<file path="config.mk">
export PLATFORM = sky130hd
export DESIGN_NAME = seg_xlate_unit
export DESIGN_NICKNAME = d
export VERILOG_FILES = /design/src/rtl/seg_xlate_pkg.sv /design/src/rtl/seg_desc_table.sv /design/src/rtl/seg_real_path.sv /design/src/rtl/seg_prot_path.sv /design/src/rtl/seg_xlate_unit.sv
export SDC_FILE = /design/constraint.sdc
export NUM_CORES = 2
export LEC_CHECK = 0
export BUFFER_PORTS_ARGS = -buffer_cell sky130_fd_sc_hd__buf_2
export CAP_MARGIN = 20
export CORE_UTILIZATION = 50
export DETAILED_ROUTE_END_ITERATION = 8
export GPL_TIMING_DRIVEN = 1
export PLACE_DENSITY = 0.68
export SYNTH_ARGS = -nofsm -noshare
export SYNTH_HDL_FRONTEND = slang
export SYNTH_HIERARCHICAL = 1
export SYNTH_SLANG_ARGS = --single-unit
</file>
<file path="constraint.sdc">
create_clock -name clk -period 3.1 [get_ports clk]
set_input_delay 0.465 -clock clk [delete_from_list [all_inputs] [get_ports clk]]
set_output_delay 0.465 -clock clk [all_outputs]
set_load 0.02 [all_outputs]
</file>
<file path="src/rtl/seg_xlate_pkg.sv">
// Shared types for the segmented address unit.
package seg_xlate_pkg;

   // Request mode encoding.
   typedef enum logic {
      MODE_REAL = 1'b0,
      MODE_PROT = 1'b1
   } xl_mode_e;

   // Fault cause encoding, ranked index > absent > limit.
   typedef enum logic [1:0] {
      FLT_NONE   = 2'd0,
      FLT_LIMIT  = 2'd1,
      FLT_ABSENT = 2'd2,
      FLT_INDEX  = 2'd3
   } xl_cause_e;

   // 64-bit descriptor, MSB first.
   typedef struct packed {
      logic [7:0]  attr_hi;   // 63:56 ignored
      logic        gran;      // 55
      logic [1:0]  attr_lo;   // 54:53 ignored
      logic        present;   // 52
      logic [19:0] limit;     // 51:32
      logic [31:0] base;      // 31:0
   } seg_desc_t;

   localparam int SEL_IDX_LSB = 3;
   localparam int SEL_BANK_BIT = 2;
   localparam int SEL_IDX_W = 13;
   localparam int PAGE_SHIFT = 12;

endpackage

</file>
<file path="src/rtl/seg_desc_table.sv">
// Two-bank descriptor store with a registered read port (read-before-write).
module seg_desc_table
   import seg_xlate_pkg::*;
#(
   parameter int ENTRIES = 16,
   localparam int IDX_W = (ENTRIES > 1) ? $clog2(ENTRIES) : 1,
   localparam int ENT_W = IDX_W + 1
) (
   input  logic             clk,
   input  logic             rst_n,
   input  logic             wr_en,
   input  logic [IDX_W:0]   wr_addr,
   input  logic [63:0]      wr_data,
   input  logic             rd_en,
   input  logic             rd_bank,
   input  logic [IDX_W-1:0] rd_idx,
   output seg_desc_t        rd_desc
);

   localparam logic [ENT_W-1:0] ENT_LIM = ENT_W'(ENTRIES);

   logic [63:0] bank_rd [2];
   logic        wr_idx_ok;
   logic        rd_idx_ok;
   seg_desc_t   rd_q;

   assign wr_idx_ok = {1'b0, wr_addr[IDX_W-1:0]} < ENT_LIM;
   assign rd_idx_ok = {1'b0, rd_idx} < ENT_LIM;

   for (genvar b = 0; b < 2; b++) begin : g_bank
      logic [63:0] ent_q [ENTRIES];
      logic        hit_w;

      assign hit_w = wr_en && wr_idx_ok && (wr_addr[IDX_W] == 1'(b));

      always_ff @(posedge clk or negedge rst_n) begin
         if (!rst_n) begin
            for (int i = 0; i < ENTRIES; i++) begin
               ent_q[i] <= '0;
            end
         end else if (hit_w) begin
            ent_q[wr_addr[IDX_W-1:0]] <= wr_data;
         end
      end

      assign bank_rd[b] = rd_idx_ok ? ent_q[rd_idx] : '0;
   end

   always_ff @(posedge clk or negedge rst_n) begin
      if (!rst_n) begin
         rd_q <= '0;
      end else if (rd_en) begin
         rd_q <= seg_desc_t'(bank_rd[rd_bank]);
      end
   end

   assign rd_desc = rd_q;

endmodule

</file>
<file path="src/rtl/seg_real_path.sv">
// Real-mode shift-and-add. REAL_WRAP picks a 20-bit wrap or a 21-bit carry-out.
module seg_real_path #(
   parameter bit REAL_WRAP = 1'b1
) (
   input  logic [15:0] seg,
   input  logic [15:0] off,
   output logic [31:0] lin_addr
);

   if (REAL_WRAP) begin : g_wrap
      logic [19:0] sum20;
      assign sum20 = {seg, 4'h0} + {4'h0, off};
      assign lin_addr = {12'h000, sum20};
   end else begin : g_carry
      logic [20:0] sum21;
      assign sum21 = {1'b0, seg, 4'h0} + {5'h00, off};
      assign lin_addr = {11'h000, sum21};
   end

endmodule

</file>
<file path="src/rtl/seg_prot_path.sv">
// Protected-mode base add, limit expansion and fault ranking.
module seg_prot_path
   import seg_xlate_pkg::*;
(
   input  seg_desc_t   desc,
   input  logic [31:0] off,
   input  logic        idx_ok,
   output logic [31:0] lin_addr,
   output logic [1:0]  cause
);

   logic [31:0] eff_limit;
   logic        over_limit;
   logic [9:0]  unused_attr;

   assign unused_attr = {desc.attr_hi, desc.attr_lo};

   assign eff_limit = desc.gran ? {desc.limit, {PAGE_SHIFT{1'b1}}}
                                : {12'h000, desc.limit};
   assign over_limit = off > eff_limit;
   assign lin_addr = desc.base + off;

   always_comb begin
      if (!idx_ok) begin
         cause = FLT_INDEX;
      end else if (!desc.present) begin
         cause = FLT_ABSENT;
      end else if (over_limit) begin
         cause = FLT_LIMIT;
      end else begin
         cause = FLT_NONE;
      end
   end

endmodule

</file>
<file path="src/rtl/seg_xlate_unit.sv">
// Top: captures a request, reads the descriptor, and drives one response a cycle later.
module seg_xlate_unit
   import seg_xlate_pkg::*;
#(
   parameter int ENTRIES = 16,
   parameter bit REAL_WRAP = 1'b1,
   localparam int IDX_W = (ENTRIES > 1) ? $clog2(ENTRIES) : 1
) (
   input  logic             clk,
   input  logic             rst_n,
   input  logic             req_valid,
   input  logic             req_mode,
   input  logic [15:0]      req_seg,
   input  logic [31:0]      req_off,
   input  logic             tbl_we,
   input  logic [IDX_W:0]   tbl_waddr,
   input  logic [63:0]      tbl_wdata,
   output logic             rsp_valid,
   output logic [31:0]      rsp_addr,
   output logic             rsp_fault,
   output logic [1:0]       rsp_cause
);

   initial begin : elab_chk
      assert (ENTRIES >= 1 && ENTRIES <= (1 << SEL_IDX_W))
         else $error("ENTRIES must lie in 1..8192");
   end

   localparam logic [SEL_IDX_W:0] ENT_CMP = (SEL_IDX_W + 1)'(ENTRIES);

   logic [SEL_IDX_W-1:0] sel_idx;
   logic                 sel_idx_ok;
   logic                 is_prot;

   assign sel_idx = req_seg[15:SEL_IDX_LSB];
   assign sel_idx_ok = {1'b0, sel_idx} < ENT_CMP;
   assign is_prot = (xl_mode_e'(req_mode) == MODE_PROT);

   // Stage registers
   logic        s_valid;
   logic        s_prot;
   logic        s_idx_ok;
   logic [15:0] s_seg;
   logic [31:0] s_off;

   always_ff @(posedge clk or negedge rst_n) begin
      if (!rst_n) begin
         s_valid  <= 1'b0;
         s_prot   <= 1'b0;
         s_idx_ok <= 1'b0;
         s_seg    <= '0;
         s_off    <= '0;
      end else begin
         s_valid <= req_valid;
         if (req_valid) begin
            s_prot   <= is_prot;
            s_idx_ok <= sel_idx_ok;
            s_seg    <= req_seg;
            s_off    <= req_off;
         end
      end
   end

   seg_desc_t   desc;
   logic [31:0] real_addr;
   logic [31:0] prot_addr;
   logic [1:0]  prot_cause;

   seg_desc_table #(.ENTRIES(ENTRIES)) table_i (
      .clk     (clk),
      .rst_n   (rst_n),
      .wr_en   (tbl_we),
      .wr_addr (tbl_waddr),
      .wr_data (tbl_wdata),
      .rd_en   (req_valid && is_prot),
      .rd_bank (req_seg[SEL_BANK_BIT]),
      .rd_idx  (req_seg[SEL_IDX_LSB +: IDX_W]),
      .rd_desc (desc)
   );

   seg_real_path #(.REAL_WRAP(REAL_WRAP)) real_i (
      .seg      (s_seg),
      .off      (s_off[15:0]),
      .lin_addr (real_addr)
   );

   seg_prot_path prot_i (
      .desc     (desc),
      .off      (s_off),
      .idx_ok   (s_idx_ok),
      .lin_addr (prot_addr),
      .cause    (prot_cause)
   );

   logic [1:0] cause_w;
   assign cause_w = s_prot ? prot_cause : FLT_NONE;

   assign rsp_valid = s_valid;
   assign rsp_cause = s_valid ? cause_w : FLT_NONE;
   assign rsp_fault = s_valid && (cause_w != FLT_NONE);
   assign rsp_addr  = (!s_valid || cause_w != FLT_NONE) ? '0
                    : (s_prot ? prot_addr : real_addr);

endmodule

</file>
Word-level counts from Yosys, hierarchy flattened
Cells that the tools add are included.
- flip-flop bits (word level): 2153
- bits of input ports: 122
- output and inout port bits: 36
- logic and storage cells: 82
- add/sub/neg operators: 2
- $lt $le $gt $ge: 6
- mux-type cells: 21
- bitwise operators: 4
- reductions and logical operators: 8
- operator list (operator ; number):
    bitwise mux 1024 bit ; 2
    binary-select mux 64 bit (select 4 bit) ; 2
    two-way mux 56 bit ; 7
    demux 64 bit (select 4 bit) ; 1
    two-way mux 32 bit ; 3
    two-way mux 64 bit ; 1
    adder 32 bit ; 1
    greater-than comparator 32 bit ; 1
    adder 20 x 16 -> 20 bit ; 1
    less-than comparator 13 x 5 -> 1 bit, second input constant ; 1
    greater-or-equal comparator 5 bit, second input constant ; 2
    inverter 4 -> 5 bit ; 2
    two-way mux 2 bit ; 4
    logical AND 1 bit ; 5
    less-than comparator 5 x 1 -> 1 bit, second input constant ; 1
    greater-or-equal comparator 2 bit, second input constant ; 1
    inverter 1 -> 2 bit ; 1
    nonzero test 2 bit ; 1
    logical NOT 1 bit ; 1
    logical OR 1 bit ; 1
    two-way mux 1 bit ; 1
    inverter 1 bit ; 1

Longest topological paths before layout
- word-level depth: 9
- depth in mapped cells: 15
- gate-level depth less buffers: 13

Modules after synthesis
The synthesis kept the hierarchy.
- by module, submodules not included (module ; times used ; cells each ; area an instance (sq um) ; sequential area each (sq um)):
    seg_desc_table ; 1 ; 5775 ; 93784.9 ; 52850.7
    seg_xlate_unit ; 1 ; 190 ; 2821.5 ; 1276.2
    seg_prot_path ; 1 ; 335 ; 2446.1 ; 0.0
    seg_real_path ; 1 ; 103 ; 769.5 ; 0.0

Worst setup path after synthesis
OpenSTA, ideal clock, no wires.
- kind: register to output
- start point: reg table_i.rd_q, in the netlist table_i/rd_desc[55]
- end point: out rsp_addr[0]
- data arrival time: 3095 ps
- data required time: 2635 ps
- slack: -460 ps
- cell stages (with the launch flop): 14
- buffers on the path: 2
- path through: dfrtp_1 > clkbuf_1 > clkbuf_1 > nor2_1 > ha_1 > nor2b_1 > o21a_1 > o21a_1 > o21ai_0 > o211ai_1 > a221oi_1 > a21oi_1 > o21a_4 > nor3b_1
- cells in the longest elaborated chain, start to end: 9
- RTL lines (item ; line ; text):
    from (decl) ; seg_desc_table.sv:25 ; seg_desc_t rd_q;
    from (signal assigned) ; seg_desc_table.sv:53 ; rd_q <= seg_desc_t'(bank_rd[rd_bank]);
    two-way mux 32 bit ; seg_prot_path.sv:18 ; assign eff_limit = desc.gran ? {desc.limit, {PAGE_SHIFT{1'b1}}}
    greater-than comparator 32 bit ; seg_prot_path.sv:20 ; assign over_limit = off > eff_limit;
    two-way mux 1 bit ; seg_prot_path.sv:28 ; end else if (over_limit) begin
    two-way mux 2 bit ; seg_prot_path.sv:26 ; end else if (!desc.present) begin
    two-way mux 2 bit ; seg_prot_path.sv:24 ; if (!idx_ok) begin
    net prot_cause[0] ; seg_xlate_unit.sv:67 ; logic [1:0] prot_cause;
    two-way mux 2 bit ; seg_xlate_unit.sv:96 ; assign cause_w = s_prot ? prot_cause : FLT_NONE;
    nonzero test 2 bit ; seg_xlate_unit.sv:101 ; assign rsp_addr = (!s_valid || cause_w != FLT_NONE) ? '0
    logical OR 1 bit ; seg_xlate_unit.sv:101 ;
    two-way mux 32 bit ; seg_xlate_unit.sv:101 ;
    to (decl) ; seg_xlate_unit.sv:19 ; output logic [31:0] rsp_addr,
The timed path passes the listed nets, and every way through them passes these cells.

Worst setup path after layout
- start point: reg s_off[0]
- end point: out rsp_addr[30]
- elaborated cells on any way between the ends: 10
- those cells by class: 1 x add/sub; 1 x order compare; 6 x mux; 2 x reduce/logical
- RTL lines (item ; line ; text):
    from (decl) ; seg_xlate_unit.sv:44 ; logic [31:0] s_off;
    from (signal assigned) ; seg_xlate_unit.sv:59 ; s_off <= req_off;
    adder 32 bit ; seg_prot_path.sv:21 ; assign lin_addr = desc.base + off;
    net prot_addr[30] ; seg_xlate_unit.sv:66 ; logic [31:0] prot_addr;
    two-way mux 32 bit ; seg_xlate_unit.sv:102 ; : (s_prot ? prot_addr : real_addr);
    two-way mux 32 bit ; seg_xlate_unit.sv:101 ;
The timed path passes the listed nets, and every way through them passes these cells.

==> flow_summary_export.csv <==
group,metric,value,unit
status,outcome,"finished, violations left",
status,violations,"negative setup slack",
cts,cts_buffer_depth,3,
cts,clk_pin_slew,0.06,ns
layout,layout-drive-gt1-share,52.40,%
routing,drc,0,
routing,dr.pass1.iters,6,
placement,dp_cells,7752,
floorplan,die_h,415.6,µm
timing,worst_pin_slew,1.147,ns
min_path,holdPathStages,2,
global_routing,grt_pass1_wl,374800,µm
worst_setup_path,rrSetupSlack,0.79,ns
global_routing,grt_max_degree,149,
layout,nNetsFinal,5983,
worst_setup_path,crit_path_max_fanout,2,
worst_setup_path,reg2reg_from,"table_i/g_bank[0].ent_q[11]",
routing,wl_per_cell,30.63,µm
floorplan,num_rows,151,
routing,routed_wl,249800,µm
global_routing,grt_overflow_total,0,
cts,ctsHtreeMaxLevel,4,
floorplan,die_w,415.6,µm
routing,viasPerCell,6.312,
layout,area_delta_synth_final,14.98,%
worst_setup_path,r2r_cells,4,
timing,max-slew-margin-rel,23.10,%
worst_setup_path,crit_type,"reg -> out",
yosys,avgSynthCellArea,15.35,µm²
placement,placed_cell_area,91190,µm²
min_path,whs_endpoint,"s_seg[5]",
worst_setup_path,startpoint,"s_off[0]",
placement,dpl.hpwl,151700,µm
floorplan,core,169700,µm²
cts,cts_tree,"done",
timing,clock-skew-final,0.03309,ns
timing,tns,-40.15,ns
worst_setup_path,arrival,3.99,ns
global_routing,gr-usage-all-layers,29.43,%
global_routing,grt_pass1_vias,54020,
routing,drt_iter0_markers,4672,
yosys,synth_cells,5572,
floorplan,ioPinCount,158,
min_path,hp-class,"in -> reg",
timing,fin_crit_sh,143.7,%
power_and_ir_drop,peakVddDrop,0.4568,mV
cts,clockRootBuffer,"clkbuf_16",
worst_setup_path,startpoint_type,"flip-flop",
worst_setup_path,r2r_end,"table_i/rd_desc[11]",
floorplan,start_util,50.40,%
timing,max_freq,224.5,MHz
layout,seqCellArea,45870,µm²
global_routing,antenna_found_initial,17,
timing,setup_slack,-1.353,ns
timing,final-setup-viol-count,34,
layout,fill_cells,13000,
yosys,synth_warnings,6,
timing,min_period,4.453,ns
timing,hold_violations,0,
routing,postRouteAntennaNets,0,
layout,fin_area,98320,µm²
cts,insertion_delay,0.85,ns
worst_setup_path,critPathCaptureType,"output pin",
floorplan,die_area,172700,µm²
power_and_ir_drop,powerDensity,678.4,nW/µm²
placement,gp_congestion,0.9057,
power_and_ir_drop,power_leakage,0.04431,µW
layout,final_cells,8156,
placement,portBuffers,147,
min_path,hold_start,"req_seg[5]",
placement,detailedPlace.worstSlack,-0.5314,ns
cts,cts_buffers,191,
cts,clock-sinks,1833,
flow_run,drv_cap,0,
worst_setup_path,cp.required,2.63,ns
yosys,syn-cell-area,85510,µm²
layout,multi_input_area,37350,µm²
routing,num_vias,51480,
timing,slew_violations,0,
timing,grt_setup_unrepaired,"true",
==> per-stage QoR <==
stage	hold WS [ns]	power, µW	util (%)
global placement	0.4092	43280	53.75
global route	0.04949	69550	57.95
floorplan	0.1694	39540	-
detailed placement	0.4077	43890	53.75
finish	0.07952	66700	57.95
CTS	0.02925	66980	57.95
==> report_power, final <==
| part | internal [µW] | switching [µW] |
|---|---|---|
| Combinational | 7490 | 5380 |
| Clock | 13000 | 9820 |
| Sequential | 28600 | 2470 |
==> critical path: stages (launching register included) <==
cell	delay, ns
dfrtp_1	0.35
ha_2	0.20
inv_2	0.04
fa_2	0.34
and2b_1	0.24
o2111ai_2	0.15
a21boi_2	0.23
a31oi_2	0.15
or4_4	0.46
a21oi_4	0.18
a221oi_2	0.09
xnor2_1	0.20
mux2i_1	0.15
nor3b_4	0.20
buf_4	0.16
==> flip-flops by register name, summed over array words and instances, names as in the netlist <==
register and cells:
s_off 32, rsp_valid 1, s_idx_ok 1, s_seg 16
s_prot 1, table_i/rd_desc 54, table_i/g_bank.ent_q 1728
==> layout by cell type, fill, tap and decap left out, types with 32 or more instances in the layout <==
cell and count:
buf_12 117, a22oi_1 159, nor3b_4 32, dlygate4sd3_1 45, buf_4 298, clkbuf_1 51
clkbuf_8 39, buf_2 108, mux2_1 71, mux4_2 440, mux2_2 1706, dfrtp_1 1831
a211o_1 45, nand2_1 39, ha_1 73, a21oi_1 114, clkinv_2 33, nor2_1 48
mux2i_1 68, clkbuf_16 191, buf_6 37
==> repair_timing <==
action,CTS,global route
cloned,3,0
hold buffers,45,0
endpoints found under the hold margin,177,0
buffers inserted,11,4
endpoints found under the setup margin,34,34
pin swaps,8,11
gates resized for setup,93,11
==> routing by layer <==
| layer | vias to the layer above | part of all wire [%] | track usage, % |
|---|---|---|---|
| li1 | 21160 | - | - |
| met1 | 28210 | 43 | 41.52 |
| met2 | 1670 | 47 | 46.49 |
| met3 | 436 | 6.7 | 5.896 |
| met4 | 12 | 2.9 | 8.318 |
| met5 | - | 0.032 | 0 |
==> worst max-delay path by stage <==
stage	to	depth (start not counted)
after floorplan	rsp_addr[30]	13
after CTS	rsp_addr[30]	14
after detailed placement	rsp_addr[13]	14
after global routing	rsp_addr[30]	14
after global placement	rsp_addr[0]	13
final	rsp_addr[30]	14
==> final cells by class <==
cell class | instances | share of cell area [%]
flip-flops and latches | 1833 | 46.65
inverters | 16 | 0.06108
clock buffers | 281 | 5.602
multi-input cells | 3133 | 37.99
well taps | 2218 | 2.822
clock inverters | 59 | 0.7024
repair buffers | 609 | 6.150
diodes | 7 | 0.01782
(Power assumes the default switching activity.)
